===== src/rtl/hzd_pkg.sv =====
package hzd_pkg;
  parameter int unsigned REG_W = 5;
  parameter int unsigned N_OPND = 2;
  localparam int unsigned SEL_W = 2;

  typedef enum logic [SEL_W-1:0] {
    FWD_RF  = 2'b00,
    FWD_EX  = 2'b01,
    FWD_MEM = 2'b10
  } fwd_sel_e;
endpackage


===== src/rtl/hzd_operand_match.sv =====
module hzd_operand_match
  import hzd_pkg::*;
#(
  parameter int unsigned W = REG_W
) (
  input  logic [W-1:0] src_i,
  input  logic         src_vld_i,
  input  logic         ex_live_i,
  input  logic [W-1:0] ex_dst_i,
  input  logic         mem_live_i,
  input  logic [W-1:0] mem_dst_i,
  output logic         ex_hit_o,
  output logic         mem_hit_o
);
  logic src_live;

  always_comb begin
    src_live  = src_vld_i && (src_i != '0);
    ex_hit_o  = src_live && ex_live_i && (src_i == ex_dst_i);
    mem_hit_o = src_live && mem_live_i && (src_i == mem_dst_i);
  end

  always_comb begin
    // younger producer shadows older one
    p_one_stage_hit_r3: assert (!(ex_hit_o && mem_hit_o));
  end
endmodule


===== src/rtl/hzd_stall_ctl.sv =====
module hzd_stall_ctl
  import hzd_pkg::*;
#(
  parameter int unsigned N = N_OPND
) (
  input  logic [N-1:0] ex_hit_i,
  input  logic [N-1:0] mem_hit_i,
  input  logic         ex_load_i,
  input  logic         mem_load_i,
  input  logic         branch_i,
  output logic         ex_block_o,
  output logic         stall_o
);
  logic mem_block;

  always_comb begin
    ex_block_o = (|ex_hit_i) && (ex_load_i || branch_i);
    mem_block  = (|mem_hit_i) && mem_load_i && branch_i;
    stall_o    = ex_block_o || mem_block;
  end

  always_comb begin
    p_stall_has_cause_r4: assert (!stall_o || (|ex_hit_i) || (|mem_hit_i));
  end
endmodule


===== src/rtl/hzd_fwd_sel.sv =====
module hzd_fwd_sel
  import hzd_pkg::*;
(
  input  logic     ex_hit_i,
  input  logic     mem_hit_i,
  input  logic     ex_load_i,
  input  logic     mem_load_i,
  input  logic     branch_i,
  input  logic     ex_block_i,
  output fwd_sel_e id_sel_o,
  output fwd_sel_e ex_sel_o
);
  fwd_sel_e pick;

  always_comb begin
    pick = FWD_RF;
    if (ex_hit_i && !ex_load_i)
      pick = FWD_EX;
    else if (mem_hit_i && !(branch_i && (mem_load_i || ex_block_i)))
      pick = FWD_MEM;
    id_sel_o = branch_i ? pick : FWD_RF;
    ex_sel_o = branch_i ? FWD_RF : pick;
  end

  always_comb begin
    p_one_target_r10: assert (id_sel_o == FWD_RF || ex_sel_o == FWD_RF);
  end
endmodule


===== src/rtl/hzd_unit.sv =====
module hzd_unit
  import hzd_pkg::*;
(
  input  logic [4:0] ex_dst_i,
  input  logic       ex_wen_i,
  input  logic       ex_load_i,
  input  logic       ex_nop_i,
  input  logic [4:0] mem_dst_i,
  input  logic       mem_wen_i,
  input  logic       mem_load_i,
  input  logic       mem_nop_i,
  input  logic [4:0] src_a_i,
  input  logic       src_a_vld_i,
  input  logic [4:0] src_b_i,
  input  logic       src_b_vld_i,
  input  logic       id_branch_i,
  output logic       stall_o,
  output logic [1:0] id_sel_a_o,
  output logic [1:0] id_sel_b_o,
  output logic [1:0] ex_sel_a_o,
  output logic [1:0] ex_sel_b_o
);
  logic                ex_live, mem_live, ex_block;
  logic [REG_W-1:0]    src     [N_OPND];
  logic [N_OPND-1:0]   src_vld;
  logic [N_OPND-1:0]   ex_hit, mem_hit;
  fwd_sel_e            id_sel  [N_OPND];
  fwd_sel_e            ex_sel  [N_OPND];

  always_comb begin
    ex_live  = ex_wen_i && !ex_nop_i && (ex_dst_i != '0);
    mem_live = mem_wen_i && !mem_nop_i && (mem_dst_i != '0)
               && !(ex_live && (ex_dst_i == mem_dst_i));
    src[0]   = src_a_i;
    src[1]   = src_b_i;
    src_vld  = {src_b_vld_i, src_a_vld_i};
  end

  for (genvar g = 0; g < N_OPND; g++) begin : g_opnd
    hzd_operand_match u_match (
      .src_i      (src[g]),
      .src_vld_i  (src_vld[g]),
      .ex_live_i  (ex_live),
      .ex_dst_i   (ex_dst_i),
      .mem_live_i (mem_live),
      .mem_dst_i  (mem_dst_i),
      .ex_hit_o   (ex_hit[g]),
      .mem_hit_o  (mem_hit[g])
    );

    hzd_fwd_sel u_sel (
      .ex_hit_i   (ex_hit[g]),
      .mem_hit_i  (mem_hit[g]),
      .ex_load_i  (ex_load_i),
      .mem_load_i (mem_load_i),
      .branch_i   (id_branch_i),
      .ex_block_i (ex_block),
      .id_sel_o   (id_sel[g]),
      .ex_sel_o   (ex_sel[g])
    );
  end

  hzd_stall_ctl u_stall (
    .ex_hit_i   (ex_hit),
    .mem_hit_i  (mem_hit),
    .ex_load_i  (ex_load_i),
    .mem_load_i (mem_load_i),
    .branch_i   (id_branch_i),
    .ex_block_o (ex_block),
    .stall_o    (stall_o)
  );

  always_comb begin
    id_sel_a_o = id_sel[0];
    id_sel_b_o = id_sel[1];
    ex_sel_a_o = ex_sel[0];
    ex_sel_b_o = ex_sel[1];
  end

  always_comb begin
    p_load_ex_stall_r4: assert (!((|ex_hit) && ex_load_i) || stall_o);
    p_load_no_ex_fwd_r4: assert (!ex_load_i || (id_sel[0] != FWD_EX && id_sel[1] != FWD_EX
                                  && ex_sel[0] != FWD_EX && ex_sel[1] != FWD_EX));
    p_br_mem_fwd_r9: assert (!(ex_block && (id_sel[0] == FWD_MEM || id_sel[1] == FWD_MEM)));
    p_nonbr_no_stall_r7: assert (id_branch_i || ex_load_i || !stall_o);
  end
endmodule


===== config.mk =====
export PLATFORM = sky130hd
export DESIGN_NAME = hzd_unit
export DESIGN_NICKNAME = d
export VERILOG_FILES = /design/src/rtl/hzd_pkg.sv /design/src/rtl/hzd_operand_match.sv /design/src/rtl/hzd_stall_ctl.sv /design/src/rtl/hzd_fwd_sel.sv /design/src/rtl/hzd_unit.sv
export SDC_FILE = /design/constraint.sdc
export NUM_CORES = 1
export LEC_CHECK = 0
export ABC_AREA = 1
export BUFFER_PORTS_ARGS = -buffer_cell sky130_fd_sc_hd__buf_2
export CAP_MARGIN = 20
export CORE_AREA = 3 3 40 42
export DETAILED_ROUTE_END_ITERATION = 7
export DIE_AREA = 0 0 43 45
export GPL_ROUTABILITY_DRIVEN = 0
export PLACE_DENSITY = 0.82
export SLEW_MARGIN = 5
export SYNTH_ARGS = -nofsm -noshare
export SYNTH_HDL_FRONTEND = slang
export SYNTH_SLANG_ARGS = --single-unit

===== constraint.sdc =====
create_clock -name vclk -period 2
set_clock_uncertainty 0.05 [all_clocks]
set_input_delay 0.4 -clock vclk [all_inputs]
set_output_delay 0.4 -clock vclk [all_outputs]
set_load 0.01 [all_outputs]

### After elaboration in Yosys (flattened, before gate mapping)

Cells that the tools add are included.

| storage, ports and cells | value |
|---|---|
| output and inout bits | 9 |
| register bits | 0 |
| input bits | 29 |

| operators by class | value |
|---|---|
| reductions and logical operators | 38 |
| muxes and demuxes | 8 |
| equality and inequality tests | 5 |

Operator list:

| cell | number |
|---|---|
| $eq 5x5->1 | 5 |
| $logic_and 1x1->1 | 24 |
| $reduce_bool 5->1 | 4 |
| $mux 2 | 8 |
| $logic_not 1->1 | 5 |
| $reduce_or 2->1 | 2 |
| $logic_or 1x1->1 | 3 |

### Logic depth before layout (Yosys ltp)

Gate-level depths: netlist of the first run.

| depth | value |
|---|---|
| word-level depth | 14 |
| mapped depth | 11 |
| depth with buffers taken out | 11 |

### Modules after synthesis

Synthesis of the first run repeated with hierarchy kept, for this count alone.

| second synthesis, totals | value |
|---|---|
| cells, all modules | 183 |
| area, all modules | 730.7 sq um |

By module, submodules not included:

| module | times used | cells each | area an instance (sq um) |
|---|---|---|---|
| hzd_operand_match | 2 | 57 | 219.0 |
| hzd_unit | 1 | 34 | 148.9 |
| hzd_fwd_sel | 2 | 10 | 42.5 |
| hzd_stall_ctl | 1 | 15 | 58.8 |

### Worst setup path before layout of the first run

OpenSTA, ideal clock, no wires.

| timing | value |
|---|---|
| path kind | input to output |
| start point | in ex_dst_i[3] |
| end point | out id_sel_b_o[0] |
| slack | 433 ps |
| stages on the path | 4 |
| arrival time | 1117 ps |
| cell sequence | xor2_1 -> nor3_2 -> nand3_2 -> nor3_1 |

| between the ends | value |
|---|---|
| longest elaborated chain between the ends | 7 |

Ends and longest elaborated chain:

| item | RTL line | text |
|---|---|---|
| start: declaration | hzd_unit.sv:4 | `input logic [4:0] ex_dst_i,` |
| $reduce_bool 5->1 | hzd_unit.sv:31 | `ex_live = ex_wen_i && !ex_nop_i && (ex_dst_i != '0);` |
| $logic_and 1x1->1 | hzd_unit.sv:31 |  |
| $logic_and 1x1->1 | hzd_operand_match.sv:19 | `ex_hit_o = src_live && ex_live_i && (src_i == ex_dst_i);` |
| $logic_and 1x1->1 (*) | hzd_operand_match.sv:19 |  |
| $logic_and 1x1->1 (*) | hzd_fwd_sel.sv:17 | `if (ex_hit_i && !ex_load_i)` |
| $mux 2 (*) | hzd_fwd_sel.sv:17 |  |
| $mux 2 (*) | hzd_fwd_sel.sv:21 | `id_sel_o = branch_i ? pick : FWD_RF;` |
| end: declaration | hzd_unit.sv:19 | `output logic [1:0] id_sel_b_o,` |

Mark *: on every way between the ends. The rest lies on a longest branch, timed or not.

### Worst setup path in the final report of the first run

| timing | value |
|---|---|
| start point | in ex_dst_i[0] |
| end point | out stall_o |

| between the ends | value |
|---|---|
| longest elaborated chain between the ends | 11 |

Ends and longest elaborated chain:

| item | RTL line | text |
|---|---|---|
| $reduce_bool 5->1 | hzd_unit.sv:31 |  |
| $logic_and 1x1->1 | hzd_unit.sv:31 |  |
| $logic_and 1x1->1 | hzd_unit.sv:33 | `&& !(ex_live && (ex_dst_i == mem_dst_i));` |
| $logic_not 1->1 | hzd_unit.sv:33 |  |
| $logic_and 1x1->1 | hzd_unit.sv:33 |  |
| $logic_and 1x1->1 (2 in a row) | hzd_operand_match.sv:20 | `mem_hit_o = src_live && mem_live_i && (src_i == mem_dst_i);` |
| $reduce_or 2->1 | hzd_stall_ctl.sv:18 | `mem_block = (\|mem_hit_i) && mem_load_i && branch_i;` |
| $logic_and 1x1->1 (2 in a row) | hzd_stall_ctl.sv:18 |  |
| $logic_or 1x1->1 (*) | hzd_stall_ctl.sv:19 | `stall_o = ex_block_o \|\| mem_block;` |
| end: declaration | hzd_unit.sv:17 | `output logic stall_o,` |

Marks and branches as above.

==> impl_metrics.tcl, run 1 <==
set metrics [dict create \
    outcome "complete, no violations" \
    crit_fanout 4 \
    antenna_found_initial 0 \
    dp_cells 166 \
    setup.worst_path.end "stall_o" \
    vias_per_cell 4.65 \
    p_leak_uw 0.000498 \
    synth_top_area_share 0.249 \
    crit_path_start_kind "primary input" \
    grt_pass1_wl_um 2550 \
    worstPathArrival_ps 1410 \
    drt-initial-drc-count 16 \
    drv_cap 0 \
    route.detailed.drc 0 \
    tightestPinTransition_ps 169 \
    wl_per_cell_um 9.53 \
    drt_wl_total_um 1590 \
    final_cell_mix "37 x nand2_1, 34 x buf_2, 22 x nor2_1" \
    finalSetupViolCount 0 \
    tns_ps 0 \
    final_max_slew_viol_count 0 \
    rows 13 \
    die_h_um 45 \
    fin_nets 183 \
    startpoint "ex_dst_i[0]" \
    layout-drive-gt1-share 0.368 \
    ys.warnings.count 0 \
    syn-instance-count 113 \
    floorplan.initialDensity 0.445 \
    area_growth_pct 43.8 \
    regArea_um2 0 \
    min_period_ps 1860 \
    relSlewSlack 0.887 \
    timing.fmax_mhz 538 \
    dr_total_vias 777 \
    crit_type "in2out" \
    grt_pass1_vias 663 \
    mostFrequentLayoutCell "nand2_1" \
    finalWorstSetupSlack_ps 141 \
    cts_hold_buf 0 \
    p_per_area_nw_per_um2 169 \
    dp_slack_ps 92.2 \
    overflow 0 \
    synth_area_per_cell_um2 5.06 \
    synth_fp_nets 142 \
    seq_cell_count 0 \
    synth_top_area_cell "nand2_1" \
    grt_max_degree 6 \
    grt_setup_unrepaired "no" \
    diodes 0 \
    syn_area_um2 572 \
    die_area_um2 1940 \
    ant_nets 0 \
    hpwl_um 1400 \
    endpoint_kind "output port" \
    coreArea_um2 1280 \
    drt_first_pass_iters 4 \
    nClkBuffers 0 \
    port_buffers 38 \
    grt_usage 0.160 \
    required_ps 1550 \
    synth.distinct_cells 14 \
    fin_cells 167 \
    ys_seq_area_frac 0 \
    holdCritPathClass "in2out" \
    ios 38 \
    die_width_um 43 \
    ir_worst_vdd_uv 98.4 \
    final_hold_viol_count 0 \
    power_uw 139 \
    final.period_utilization 0.930 \
    yosys-top-cells-area "nand2_1 25%, xor2_1 17%, nor2_1 14%" \
]
[critical path, cell delays in order]
cell	delay [ps]
buf_2	130
nor2_1	140
nand3b_1	90
nand2_1	100
inv_2	50
nand3_2	70
nand3_1	120
nand2_1	80
nand2_1	50
nand2_1	50
buf_2	120
[cells in the mapped netlist]
cell and n:
xnor2_1 4, nor3_2 3, nand2_1 38, nand4_1 3, inv_1 14, nand3_2 4
nand3_1 5, nand3b_1 2, nor2_1 22, inv_2 3, nor3_1 2, xor2_1 11
or2_0 1, or2_2 1
[worst min path at each step]
stage / startpoint / endpoint / slack [ps] / cells past startpoint
2_1_floorplan: ex_load_i / id_sel_a_o[0] / 780 / 1
3_3_place_gp: ex_load_i / id_sel_a_o[0] / 1020 / 3
3_5_place_dp: ex_load_i / id_sel_a_o[0] / 1020 / 3
4_1_cts: ex_load_i / id_sel_a_o[0] / 1020 / 3
5_1_grt: ex_load_i / id_sel_a_o[0] / 1040 / 3
6_report: ex_load_i / id_sel_a_o[0] / 1020 / 3
[cell families (layout without fill, tap and decap cells)]
logic type	after synthesis	after routing	share of synthesized area
AND/OR/NAND/NOR	81	81	0.659
XOR/XNOR	15	15	0.230
buffers and inverters	17	56	0.112
[per-stage QoR]
stage | hold WS, ps | instance area (um^2) | util
6_report | 1020 | 822 | 0.640
5_1_grt | 1040 | 822 | 0.640
4_1_cts | 1020 | 781 | 0.608
3_5_place_dp | 1020 | 781 | 0.608
3_3_place_gp | 1020 | 781 | 0.608
2_1_floorplan | 783 | 572 | -
[area by class of cell]
cell class                 count  area [um^2]
fill                         130          463
inverter                      17         68.8
multi-input combinational     96          515
tap                           15         18.8
timing repair buffer          39          219
[report_power, final]
group	switching, uW	leakage [uW]	internal, uW
Sequential	0	0	0
Clock	0	0	0
Combinational	75.9	0.000498	62.6
Total	75.9	0.000498	62.6
[routing by layer]
layer | vias to the layer above | routed length, um | global-route usage
met5 | - | 0 | 0
met4 | 0 | 0 | 0
met3 | 0 | 74 | 0.0120
met2 | 14 | 790 | 0.296
met1 | 335 | 727 | 0.217
li1 | 428 | - | -
[timing repair]
item / CTS / global route
setup endpoints to repair: 0 / 3
setup buffers: 0 / 1
resized for setup: 0 / 15
(Power assumes the default switching activity.)
==> inputs of run 2 (changes only) <==
Settings changed: BUFFER_PORTS_ARGS -buffer_cell sky130_fd_sc_hd__buf_2 to default, DONT_BUFFER_PORTS from default to 1, MAX_ROUTING_LAYER from default to met4, PLACE_DENSITY 0.82 to default.
==> run 2 against run 1 <==
Net effect: design area decreased by 28%; utilization fell by 18 points; highest routed layer unchanged; hold slack got worse by 230 ps; critical endpoint unchanged.
==> impl_metrics.tcl, run 2 (same netlist as run 1, synthesis figures left out) <==
set metrics [dict create \
    outcome "complete, no violations" \
    grt_pass1_vias 584 \
    fin_cells 128 \
    drv_cap 0 \
    worstPathArrival_ps 1230 \
    gr-usage-met3 0.0199 \
    p_leak_uw 0.000325 \
    die_area_um2 1940 \
    dr_total_vias 644 \
    relSlewSlack 0.760 \
    port_buffers 0 \
    area_growth_pct 3.28 \
    crit_path_start_kind "primary input" \
    drt-initial-drc-count 9 \
    rows 13 \
    fill_cells 155 \
    tightestPinTransition_ps 357 \
    required_ps 1550 \
    dp_cells 128 \
    wl_per_cell_um 11.2 \
    grt_pass1_wl_um 2290 \
    antenna_found_initial 0 \
    mostFrequentLayoutCell "nand2_1" \
    crit_type "in2out" \
    cts_hold_buf 0 \
    tns_ps 0 \
    grt_usage 0.151 \
    finalSetupViolCount 0 \
    die_width_um 43 \
    regArea_um2 0 \
    grt_max_degree 6 \
    final_hold_viol_count 0 \
    diodes 0 \
    ant_nets 0 \
    grt_setup_unrepaired "no" \
    coreArea_um2 1280 \
    fin_util 0.460 \
    seq_cell_count 0 \
    min_period_ps 1680 \
    ios 38 \
    vias_per_cell 5.03 \
    final_max_slew_viol_count 0 \
    nClkBuffers 0 \
    power_uw 78.9 \
    holdCritPathClass "in2out" \
    die_h_um 45 \
    fin_nets 144 \
    floorplan.initialDensity 0.445 \
    drt_wl_total_um 1430 \
    p_per_area_nw_per_um2 134 \
    ir_worst_vdd_uv 53.4 \
    route.detailed.drc 0 \
    endpoint_kind "output port" \
    timing.fmax_mhz 595 \
    grt_busiest_layer "met2" \
    grtUsageMet2 0.266 \
    drt_first_pass_iters 4 \
    hpwl_um 1320 \
    crit_fanout 5 \
    final_cell_mix "38 x nand2_1, 22 x nor2_1, 14 x inv_1" \
    postCtsSetupBuffers 0 \
    overflow 0 \
    final.period_utilization 0.841 \
    gr-usage-met1 0.198 \
    layout-drive-gt1-share 0.0973 \
    cts-resized-gates 0 \
]
-- run 2: final timing paths --
path | endpoint | slack, ps | startpoint | cells after the start
max | stall_o | 320 | mem_dst_i[1] | 11
min | id_sel_a_o[0] | 790 | ex_load_i | 1
-- run 2: report_power, final --
group          leakage, uW  switching (uW)  internal, uW  total (uW)
Clock                    0               0             0           0
Combinational     0.000325            41.5          37.4        78.9
Sequential               0               0             0           0
Total             0.000325            41.5          37.4        78.9
-- run 2: cell type report --
class	count	area (um^2)	area share
inverters	17	63.8	0.108
multi-input cells	96	508	0.860
well taps	15	18.8	0.0318
-- run 2: stage by stage --
step           area (um^2)  worst slack, ps  hold WS [ps]
2_1_floorplan          572              433           783
3_3_place_gp           591              331           785
3_5_place_dp           591              314           787
4_1_cts                591              310           787
5_1_grt                591              179           791
6_report               591              319           786
-- run 2: worst max-delay path, cell delays in order --
cell and delay [ps]:
inv_1 70, nand2_1 60, nand2_1 60, nand2_1 50, nor2_1 90, nand2_1 60, nor2_1 100, nand3_1 110
nand2_1 80, nand2_1 50, nand2_1 100
-- run 2: per-layer routing --
layer / wire length (um) / vias to the layer above
met5: 0 / -
met4: 0 / 0
met3: 158 / 0
met2: 678 / 28
met1: 593 / 269
li1: - / 347
==> inputs of run 3 (changes only) <==
Clock period 2 ns to 1.6 ns, I/O delays scaled along.
==> run 3 against run 2 <==
Net effect: global-route usage unchanged; design area increased by 12%; final cell count unchanged; sequential share of layout area unchanged; critical path depth decreased by 7; clock-buffer cell count unchanged; combinational power increased by 39%; non-clock buffer count unchanged; setup slack got worse by 200 ps; via count increased by 2.2%; hold slack got worse by 160 ps; largest cell class unchanged; highest routed layer unchanged.
==> impl_metrics.tcl, run 3 (same netlist as run 1, synthesis figures left out) <==
set metrics [dict create \
    min_period_ps 1480 \
    layout-drive-gt1-share 0.177 \
    relSlewSlack 0.768 \
    cp.depth 4 \
    dr_total_vias 658 \
    ant_nets 0 \
    cp_top_family "simple AND/OR/NAND/NOR gates" \
    slowest_stage "nor3_1" \
    drt-initial-drc-count 12 \
    die_width_um 43 \
    cts-resized-gates 0 \
    final.period_utilization 0.927 \
    min_from "ex_load_i" \
    rows 13 \
    diodes 0 \
    port_buffers 0 \
    path_buf_inv 0 \
    hold_depth 1 \
    wl_per_cell_um 11.3 \
    p_per_area_nw_per_um2 166 \
    crit_path_start_kind "primary input" \
    ios 38 \
    required_ps 1230 \
    cts_hold_buf 0 \
    final_max_slew_viol_count 0 \
    hold_end "id_sel_a_o[0]" \
    outcome "complete, no violations" \
    crit_fanout 4 \
    holdCritPathClass "in2out" \
    fill_cells 144 \
    fin_area_um2 661 \
    path_cells "xor2_1 -> nor3_2 -> nand3_2 -> nor3_1" \
    coreArea_um2 1280 \
    tightestPinTransition_ps 346 \
    place_area_um2 591 \
    final_hold_viol_count 0 \
    p_leak_uw 0.000336 \
    fin_cells 128 \
    die_h_um 45 \
    vias_per_cell 5.14 \
    fin_nets 144 \
    multi_input_area_um2 528 \
    grt_pass1_vias 583 \
    finalWorstSetupSlack_ps 117 \
    endpoint_kind "output port" \
    drt_wl_total_um 1440 \
    crit_type "in2out" \
    whs_ps 625 \
    mostFrequentLayoutCell "nand2_1" \
    slowest_delay_ps 310 \
    regArea_um2 0 \
    grt_usage 0.151 \
    dp_cells 128 \
    die_area_um2 1940 \
    drv_cap 0 \
    drt_first_pass_iters 4 \
    antenna_found_initial 0 \
    dp_slack_ps 99.1 \
    ir_worst_vdd_uv 72.5 \
    hpwl_um 1300 \
    grt_max_degree 6 \
    finalSetupViolCount 0 \
    tns_ps 0 \
    area_growth_pct 15.5 \
    postCtsSetupBuffers 0 \
    final_cell_mix "34 x nand2_1, 22 x nor2_1, 11 x xor2_1" \
    timing.fmax_mhz 674 \
    floorplan.initialDensity 0.445 \
    nClkBuffers 0 \
    worstPathArrival_ps 1110 \
    seq_cell_count 0 \
    overflow 0 \
    grt_setup_unrepaired "yes" \
    grt_pass1_wl_um 2300 \
    route.detailed.drc 0 \
]
run 3: cell count changes in the layout (fill, tap and decap cells not counted):
cell / change
nand2_4: +1
nor3_1: -1
nand2_2: +3
inv_1: -4
nor3_2: +1
nand2_1: -4
clkinv_8: +4
run 3: layout make-up:
class                           instances  area share
Inverter                               17       0.172
Multi-Input combinational cell         96       0.799
Tap cell                               15      0.0284
run 3: layer usage:
metal,global-route usage,vias up,routed length (um)
li1,-,347,-
met1,0.217,286,618
met2,0.249,25,701
met3,0.0120,0,122
met4,0,0,0
met5,-,-,0
run 3: through the flow:
step	utilization	total power, uW
after global routing	0.514	126
after floorplan	-	87.3
after detailed placement	0.460	99.8
final	0.514	110
after CTS	0.460	100
after global placement	0.460	98.6
run 3: how the worst max path moves through the flow:
stage	slack, ps	to	start
2_1_floorplan	190	id_sel_b_o[0]	ex_dst_i[3]
3_3_place_gp	90	id_sel_b_o[0]	ex_dst_i[3]
3_5_place_dp	100	id_sel_b_o[0]	ex_dst_i[3]
4_1_cts	100	stall_o	mem_dst_i[1]
5_1_grt	-5	stall_o	src_a_i[4]
6_report	120	id_sel_b_o[0]	ex_dst_i[3]
run 3: report_power, final:
part	internal [uW]	switching [uW]	total [uW]
logic	53.7	55.9	110
clock network	0	0	0
registers	0	0	0
total	53.7	55.9	110
